### src/rtl/gmii_fr_pkg.sv
package gmii_fr_pkg;

    localparam logic [7:0]  SYNC_BYTE   = 8'h55;
    localparam logic [7:0]  DELIM_BYTE  = 8'hD5;
    localparam logic [31:0] CRC_POLY_R  = 32'hEDB88320;
    localparam logic [31:0] CRC_SEED    = 32'hFFFFFFFF;
    localparam int          SYNC_COUNT  = 7;
    localparam int          FCS_BYTES   = 4;

    typedef enum logic [2:0] {
        ST_IDLE,
        ST_SYNC,
        ST_DELIM,
        ST_BODY,
        ST_FILL,
        ST_SKIP,
        ST_FCS,
        ST_GAP
    } fr_state_e;

    typedef struct packed {
        logic       dv;
        logic [7:0] data;
    } line_word_t;

    // One byte of reflected CRC-32, least significant bit first.
    function automatic logic [31:0] crc_advance(input logic [31:0] c, input logic [7:0] d);
        logic [31:0] r;
        r = c;
        for (int i = 0; i < 8; i++) begin
            r = (r[0] ^ d[i]) ? ((r >> 1) ^ CRC_POLY_R) : (r >> 1);
        end
        return r;
    endfunction

    // Byte k of the complemented remainder, lowest byte first.
    function automatic logic [7:0] fcs_pick(input logic [31:0] c, input logic [1:0] k);
        logic [31:0] f;
        f = ~c;
        return f[k*8 +: 8];
    endfunction

endpackage

### src/rtl/gmii_fr_crc.sv
module gmii_fr_crc
    import gmii_fr_pkg::*;
(
    input  logic        clk,
    input  logic        rst,
    input  logic        seed,
    input  logic        step,
    input  logic [7:0]  din,
    output logic [31:0] crc_q
);

    always_ff @(posedge clk) begin
        if (rst || seed) begin
            crc_q <= CRC_SEED;
        end else if (step) begin
            crc_q <= crc_advance(crc_q, din);
        end
    end

endmodule

### src/rtl/gmii_fr_ctrl.sv
module gmii_fr_ctrl
    import gmii_fr_pkg::*;
#(
    parameter int unsigned MAX_LEN = 9000,
    parameter int unsigned MIN_LEN = 60
) (
    input  logic        clk,
    input  logic        rst,
    input  logic [7:0]  in_data,
    input  logic        in_valid,
    input  logic        in_last,
    output logic        in_ready,
    input  logic [31:0] crc_q,
    output logic        crc_seed,
    output logic        crc_step,
    output logic [7:0]  crc_din,
    output line_word_t  nxt
);

    localparam int LW = $clog2(MAX_LEN + 1);
    localparam int PW = $clog2(SYNC_COUNT + 1);
    localparam logic [LW:0]   MAX_W     = (LW+1)'(MAX_LEN);
    localparam logic [LW:0]   MIN_W     = (LW+1)'(MIN_LEN);
    localparam logic [PW-1:0] SYNC_LAST = PW'(SYNC_COUNT - 1);
    localparam logic [1:0]    FCS_LAST  = 2'(FCS_BYTES - 1);

    fr_state_e     state_q, state_d;
    logic [LW-1:0] len_q, len_d;
    logic [PW-1:0] sync_q, sync_d;
    logic [1:0]    fcs_q, fcs_d;

    logic [LW:0]   len_inc;
    logic [7:0]    body_byte;
    logic          body_last;

    assign len_inc   = {1'b0, len_q} + 1'b1;
    assign body_byte = in_valid ? in_data : 8'h00;
    assign body_last = in_valid & in_last;
    assign in_ready  = (state_q == ST_BODY) || (state_q == ST_SKIP);

    always_comb begin
        state_d  = state_q;
        len_d    = len_q;
        sync_d   = sync_q;
        fcs_d    = fcs_q;
        nxt      = '0;
        crc_seed = 1'b0;
        crc_step = 1'b0;
        crc_din  = 8'h00;

        case (state_q)
            ST_IDLE: begin
                if (in_valid) begin
                    nxt.dv   = 1'b1;
                    nxt.data = SYNC_BYTE;
                    crc_seed = 1'b1;
                    len_d    = '0;
                    sync_d   = PW'(1);
                    state_d  = ST_SYNC;
                end
            end
            ST_SYNC: begin
                nxt.dv   = 1'b1;
                nxt.data = SYNC_BYTE;
                sync_d   = sync_q + 1'b1;
                if (sync_q == SYNC_LAST) begin
                    state_d = ST_DELIM;
                end
            end
            ST_DELIM: begin
                nxt.dv   = 1'b1;
                nxt.data = DELIM_BYTE;
                state_d  = ST_BODY;
            end
            ST_BODY: begin
                crc_step = 1'b1;
                crc_din  = body_byte;
                fcs_d    = '0;
                if ({1'b0, len_q} < MAX_W) begin
                    nxt.dv   = 1'b1;
                    nxt.data = body_byte;
                    len_d    = len_inc[LW-1:0];
                    if (body_last) begin
                        state_d = (len_inc < MIN_W) ? ST_FILL : ST_FCS;
                    end
                end else begin
                    state_d = body_last ? ST_FCS : ST_SKIP;
                end
            end
            ST_SKIP: begin
                fcs_d = '0;
                if (in_valid) begin
                    crc_step = 1'b1;
                    crc_din  = in_data;
                    if (in_last) begin
                        state_d = ST_FCS;
                    end
                end
            end
            ST_FILL: begin
                nxt.dv   = 1'b1;
                nxt.data = 8'h00;
                crc_step = 1'b1;
                crc_din  = 8'h00;
                len_d    = len_inc[LW-1:0];
                if (len_inc >= MIN_W) begin
                    state_d = ST_FCS;
                end
            end
            ST_FCS: begin
                nxt.dv   = 1'b1;
                nxt.data = fcs_pick(crc_q, fcs_q);
                fcs_d    = fcs_q + 1'b1;
                if (fcs_q == FCS_LAST) begin
                    state_d = ST_GAP;
                end
            end
            ST_GAP: begin
                state_d = ST_IDLE;
            end
            default: begin
                state_d = ST_IDLE;
            end
        endcase
    end

    always_ff @(posedge clk) begin
        if (rst) begin
            state_q <= ST_IDLE;
            len_q   <= '0;
            sync_q  <= '0;
            fcs_q   <= '0;
        end else begin
            state_q <= state_d;
            len_q   <= len_d;
            sync_q  <= sync_d;
            fcs_q   <= fcs_d;
        end
    end

endmodule

### src/rtl/gmii_fr_drive.sv
module gmii_fr_drive
    import gmii_fr_pkg::*;
(
    input  logic       clk,
    input  logic       rst,
    input  line_word_t nxt,
    output logic [7:0] gm_data,
    output logic       gm_dv,
    output logic       gm_er
);

    always_ff @(posedge clk) begin
        if (rst) begin
            gm_dv   <= 1'b0;
            gm_data <= 8'h00;
        end else begin
            gm_dv   <= nxt.dv;
            gm_data <= nxt.dv ? nxt.data : 8'h00;
        end
    end

    assign gm_er = 1'b0;

endmodule

### src/rtl/gmii_tx_framer.sv
module gmii_tx_framer
    import gmii_fr_pkg::*;
#(
    parameter int unsigned MAX_LEN = 9000,
    parameter int unsigned MIN_LEN = 60
) (
    input  logic       clk,
    input  logic       rst,
    input  logic [7:0] in_data,
    input  logic       in_valid,
    input  logic       in_last,
    output logic       in_ready,
    output logic [7:0] gm_data,
    output logic       gm_dv,
    output logic       gm_er
);

    logic        crc_seed;
    logic        crc_step;
    logic [7:0]  crc_din;
    logic [31:0] crc_q;
    line_word_t  nxt;

    gmii_fr_ctrl #(
        .MAX_LEN (MAX_LEN),
        .MIN_LEN (MIN_LEN)
    ) u_ctrl (
        .clk      (clk),
        .rst      (rst),
        .in_data  (in_data),
        .in_valid (in_valid),
        .in_last  (in_last),
        .in_ready (in_ready),
        .crc_q    (crc_q),
        .crc_seed (crc_seed),
        .crc_step (crc_step),
        .crc_din  (crc_din),
        .nxt      (nxt)
    );

    gmii_fr_crc u_crc (
        .clk   (clk),
        .rst   (rst),
        .seed  (crc_seed),
        .step  (crc_step),
        .din   (crc_din),
        .crc_q (crc_q)
    );

    gmii_fr_drive u_drive (
        .clk     (clk),
        .rst     (rst),
        .nxt     (nxt),
        .gm_data (gm_data),
        .gm_dv   (gm_dv),
        .gm_er   (gm_er)
    );

endmodule

### config.mk
export PLATFORM = sky130hd
export DESIGN_NAME = gmii_tx_framer
export DESIGN_NICKNAME = d
export VERILOG_FILES = /design/src/rtl/gmii_fr_pkg.sv /design/src/rtl/gmii_fr_crc.sv /design/src/rtl/gmii_fr_ctrl.sv /design/src/rtl/gmii_fr_drive.sv /design/src/rtl/gmii_tx_framer.sv
export SDC_FILE = /design/constraint.sdc
export NUM_CORES = 1
export LEC_CHECK = 0
export ABC_AREA = 1
export BUFFER_PORTS_ARGS = -buffer_cell sky130_fd_sc_hd__buf_2
export CAP_MARGIN = 15
export CELL_PAD_IN_SITES_DETAIL_PLACEMENT = 0
export CELL_PAD_IN_SITES_GLOBAL_PLACEMENT = 1
export CORE_MARGIN = 5
export CORE_UTILIZATION = 25
export DETAILED_ROUTE_END_ITERATION = 12
export GPL_ROUTABILITY_DRIVEN = 0
export PLACE_DENSITY_LB_ADDON = 0.1
export SETUP_SLACK_MARGIN = 0.4
export SKIP_LAST_GASP = 1
export SYNTH_ARGS = -nofsm -noshare
export SYNTH_HDL_FRONTEND = slang
export SYNTH_SLANG_ARGS = --single-unit
### constraint.sdc
create_clock -name clk -period 3.55 [get_ports clk]
set_input_delay 0.355 -clock clk [delete_from_list [all_inputs] [get_ports clk]]
set_output_delay 0.355 -clock clk [all_outputs]
set_load 0.02 [all_outputs]
# Yosys cells after proc, flatten, opt, wreduce, memory -nomap -nowiden
# Cells that the tools add are included.
[word_totals] reg_bits=63
[op_classes] shift=1 reduce_logical=12 muxes=32 bitwise_logic=19 add_sub_neg=3 eq_ne=17 order_cmp=3
[ops] cell="32-bit two-way mux" count=8
[ops] cell="13-bit inverter with 14-bit output" count=8
[ops] cell="9-bit case mux with 6 select lines" count=1
[ops] cell="14-bit case mux with 3 select lines" count=1
[ops] cell="32-bit inverter" count=1
[ops] cell="32-bit by 6-bit indexed part select with 8-bit output" count=1
[ops] cell="14-bit two-way mux" count=2
[ops] cell="3-bit two-way mux" count=8
[ops] cell="3-bit case mux with 8 select lines" count=1
[ops] cell="9-bit two-way mux" count=2
[ops] cell="8-bit two-way mux" count=2
[ops] cell="14-bit by 1-bit adder with 15-bit output, second input constant" count=1
[ops] cell="3-bit equality test, second input constant" count=5
[ops] cell="15-bit by 6-bit >= comparator with 1-bit output, second input constant" count=1
[ops] cell="15-bit by 6-bit less-than comparator with 1-bit output, second input constant" count=1
[ops] cell="14-bit less-than comparator, second input constant" count=1
[ops] cell="2-bit inequality test, second input constant" count=4
[ops] cell="1-bit XOR" count=8
[ops] cell="7-bit AND reduction" count=1
[ops] cell="3-bit by 2-bit equality test with 1-bit output, second input constant" count=2
[ops] cell="2-bit by 1-bit inequality test with 1-bit output, second input constant" count=3
[ops] cell="3-bit case mux with 2 select lines" count=1
[ops] cell="2-bit OR reduction" count=3
[ops] cell="2-bit two-way mux" count=2
[ops] cell="other kinds (16)" count=19

# Longest topological paths before layout
[depth] ltp_word=19 ltp_mapped=17

# Cells and area by module
# From an unflattened synthesis, not the netlist that was laid out.
[unflattened] hier_cells=721 area_unflattened_um2=4445.5
[by_module_without_submodules] mod="gmii_fr_crc" seq_area_each_um2=640.6 cells_each=377 area_per_inst_um2=2280.9 n_inst=1
[by_module_without_submodules] mod="gmii_fr_ctrl" seq_area_each_um2=440.4 cells_each=314 area_per_inst_um2=1894.3 n_inst=1
[by_module_without_submodules] mod="gmii_fr_drive" seq_area_each_um2=180.2 cells_each=30 area_per_inst_um2=270.3 n_inst=1

# Least setup slack after synthesis
# No wires, ideal clock.
[synth_timing] path_kind="flip-flop to flip-flop" start="register u_ctrl.len_q[0]" end="register u_ctrl.state_q[0]" stages_incl_launch_ff=15 arrival_ps=1737 path_slack_ps=1697 setup_time_ps=116 synth_period_minus_slack_ps=1853 cell_sequence="dfxtp_1 > ha_1 > nand2_1 > nor2_1 > nand2_1 > nand2_1 > nand2_1 > inv_1 > nand3_1 > nor2_1 > nand3_1 > nor2_1 > nor2_1 > o21ai_0 > nor2_1"
[synth_between] elab_chain_cells=4
[synth_lines] element="start: declaration" line_no="gmii_fr_ctrl.sv:28" rtl="logic [LW-1:0] len_q, len_d;"
[synth_lines] element="start signal: assignment" line_no="gmii_fr_ctrl.sv:135" rtl="len_q <= len_d;"
[synth_lines] element="14-bit by 1-bit adder with 15-bit output" line_no="gmii_fr_ctrl.sv:36" rtl="assign len_inc = {1'b0, len_q} + 1'b1;"
[synth_lines] element="15-bit by 6-bit >= comparator with 1-bit output" line_no="gmii_fr_ctrl.sv:106" rtl="if (len_inc >= MIN_W) begin"
[synth_lines] element="2-bit by 1-bit inequality test with 1-bit output (no line)"
[synth_lines] element="7-bit AND reduction (no line)"
[synth_lines] element="end signal: assignment" line_no="gmii_fr_ctrl.sv:134" rtl="state_q <= state_d;"
[synth_lines] element="end: declaration" line_no="gmii_fr_ctrl.sv:27" rtl="fr_state_e state_q, state_d;"
# Parallel ways exist; a longest one is shown, timed or not.
# A chain may end at the register's enable or synchronous reset.

# Worst setup path in the final report
[layout_timing] start="register u_ctrl.state_q[2]" end="register u_crc.crc_q[25]"
[layout_between] elab_chain_cells=15
[layout_lines] element="branches (longest 15 deep; another with 32-bit two-way mux)"
[layout_lines] element="end signal: assignment" line_no="gmii_fr_crc.sv:16" rtl="crc_q <= crc_advance(crc_q, din);"
[layout_lines] element="end: declaration" line_no="gmii_fr_crc.sv:9" rtl="output logic [31:0] crc_q"
# Several ways; the timed one is not identified.

==> results.md <==
* Post-synth cell types at 44
* I/O Buffers at 21
* WP data arrival at 2.82 ns
* CP Data Required Time at 3.78 ns
* Multiplexer share of the synthesized area at 0
* Worst slew pin tran at 0.812 ns
* Post-CTS resize count at 0
* Post-route DRC at 0
* WHS at 0.378 ns
* First-pass GRT wire length at 23.5 mm
* Slew margin rel. at 0.453
* CTS tree: built
* Number of buffers created by CTS at 9
* I/O pin total at 23
* Final setup margin at 0.955 ns
* Fin Setup TNS at 0 ns
* Run status: complete, no violations
* Startpoint class of the critical path: flop
* Final Critical Period at 2.60 ns
* Crit Path Class: reg2reg
* Core Box Area at 17400 sq um
* Number of diodes at 0
* Final non-filler cell area at 5090 sq um
* Clock root buffer: clkbuf_16
* Antenna violations before repair at 0
* Final Skew at 0.00566 ns
* Overflow after GRT at 0
* WL final at 14.9 mm
* Area grow syn2layout at 13.9%
* Final setup vio count at 0
* Synth Warn # at 0
* Register area share after synthesis at 0.282
* Vias in the first global route at 4086
* Final hold viol count at 0
* Largest family of logic cells by synthesized area: simple AND/OR/NAND/NOR gates
* Max-slew violation count at 0
* Clock-pin slew on the worst setup and hold paths at 0.05 ns
* Die footprint at 20600 sq um
* Height of the die at 144 um
* GRT Total Usage at 0.150
* CP Capture Type: flop
* Hold path depth at 4
* Syn_nets at 701
* Pre-CTS setup slack at 0.913 ns
* HP Class: in2reg
* Clk_lat worst skew at 0.34 ns
* Layout cells sized above 1 at 0.125
* Depth of the CTS H-tree at 3
* Post-Syn Instances at 684
* Syn avg cell area at 6.53 sq um
* Compound-gate portion of the synthesized area at 0.154
* Initial DRT Pass Iterations at 5
* Post-Synth Adder-Cell Area at 0.0140
* Final critical-path share of the clock period at 0.731
* Detailed Route Iter0 Violations at 289
* Pleak at 2.39 nW
* Syn Std Cell Area at 4470 sq um
* Post-DP HPWL at 11.1 mm
* Synth Register Bits at 63
* Post-synthesis xor/xnor area fraction at 0.105
* Largest net degree at the start of global routing at 39
* Crit Path Max Fanout at 14
* Antenna Nets Post-Route at 0
* DR WL/cell at 16.0 um
* Post CTS Setup Buffer Count at 0
* VDD IR-drop max at 0.000236 V
* Die X at 144 um
* Pwr dens at 726 nW/um^2
* CTS Sinks at 63
* Fmax achieved at 385 MHz
* # nets final at 715
* Site Rows at 48
* Deepest clock path buffer count at 2
* Unrepaired setup endpoints after global routing: no
* Post-Place Cell Area at 4770 sq um
* Simple-Gate Fraction of Synth Area at 0.347
* Total of max-cap violations at 0
* Initial core utilization at 0.256
* Vias at 4359
* Reg2Reg Depth at 12
* Routed vias/inst at 4.70
* Hold_buf cts at 0
[path summary, 6_finish.rpt]
check | startpoint | to | slack (ns)
setup / recovery | u_ctrl.state_q[2] | u_crc.crc_q[25] | 0.95
hold / removal | rst | u_ctrl.state_q[0] | 0.38
setup reg to reg | u_ctrl.state_q[2] | u_crc.crc_q[25] | 0.95
hold reg to reg | u_ctrl.sync_q[2] | u_ctrl.sync_q[2] | 0.46
[cell usage in the layout (no fill, tap or decap), drive strengths merged]
cell type  count
a211oi         2
a21boi         1
a21o           1
a21oi         34
a22oi          8
a31oi          5
buf           25
bufinv         2
clkbuf        11
clkinv         2
conb           1
dfxtp         63
ha             5
inv           85
nand2        214
nand3         60
nand3b         5
nand4          5
nor2          59
nor3           2
o211ai        13
o21a           3
o21ai         45
o21bai         3
o221ai         1
o22ai          1
o311ai         1
or2            4
xnor2          4
xor2          37
[kinds of logic after synthesis]
kind of cell / after synthesis
fa+ha+maj: 5
flops: 63
other cells: 1
compound gates: 118
simple gates: 349
buf+inv: 107
xor+xnor: 41
[sequential cells by signal, indices dropped and copies added, names as in the netlist]
signal,cells
u_drive.gm_dv,1
u_crc.crc_q,32
u_ctrl.state_q,3
u_ctrl.sync_q,3
u_ctrl.fcs_q,2
u_drive.gm_data,8
u_ctrl.len_q,14
[cell usage after synthesis, drive strengths merged]
master | number | area share
a21boi | 1 | 0.0025
a22oi | 8 | 0.013
o211ai | 13 | 0.022
nand4 | 5 | 0.0070
dfxtp | 63 | 0.28
o21bai | 3 | 0.0050
conb | 1 | 0.00084
o221ai | 1 | 0.0020
o22ai | 1 | 0.0014
buf | 8 | 0.014
xor2 | 37 | 0.091
o21ai | 45 | 0.050
a21oi | 34 | 0.038
ha | 5 | 0.014
nor3 | 2 | 0.0022
a211oi | 2 | 0.0034
nor2 | 59 | 0.052
or2 | 4 | 0.0056
inv | 85 | 0.071
a31oi | 5 | 0.0070
xnor2 | 4 | 0.014
o21a | 3 | 0.0050
nand3b | 5 | 0.011
nand2 | 214 | 0.20
a21o | 1 | 0.0017
o311ai | 1 | 0.0020
nand3 | 60 | 0.068
clkbuf | 14 | 0.012
[report_power, final]
part	total (mW)	switching, mW	internal, mW
clock	0.961	0.334	0.628
combinational	1.74	1.21	0.532
sequential	0.993	0.139	0.854
[per-stage QoR]
| stage | total power [mW] | std cells | utilization |
|---|---|---|---|
| final | 3.69 | 927 | 0.292 |
| after global routing | 4.00 | 927 | 0.292 |
| after CTS | 3.74 | 927 | 0.292 |
| after detailed placement | 2.75 | 912 | 0.274 |
| after global placement | 2.76 | 912 | 0.274 |
| after floorplan | 2.29 | 684 | - |
[worst max-delay path, stage by stage (launching register included)]
cell and delay (ns):
dfxtp_1 0.52, nand3_2 0.20, nand2_4 0.25, nand2_1 0.09, nand2_1 0.06, nand2_1 0.32
inv_1 0.33, nand2_1 0.10, nand2_2 0.17, xor2_1 0.24, nand2_1 0.07, nand2_1 0.06
o21bai_1 0.06
[layout make-up]
type,instances,area (sq um)
Clock buffer,11,243
Clock inverter,4,70.1
Fill cell,1974,12300
Inverter,85,319
Multi-Input combinational cell,514,2780
Sequential cell,63,1260
Tap cell,225,282
Timing Repair Buffer,25,135
[routing by layer]
layer / routed length (um) / vias up / global-route usage / part of all wire
met2: 6340 / 78 / 0.225 / 0.43
met1: 7800 / 2044 / 0.220 / 0.52
met4: 222 / 0 / 0.0491 / 0.015
li1: - / 2223 / - / -
met5: 0 / - / 0 / 0
met3: 517 / 14 / 0.0230 / 0.035
Note: power is estimated with default switching activity, not from simulation.
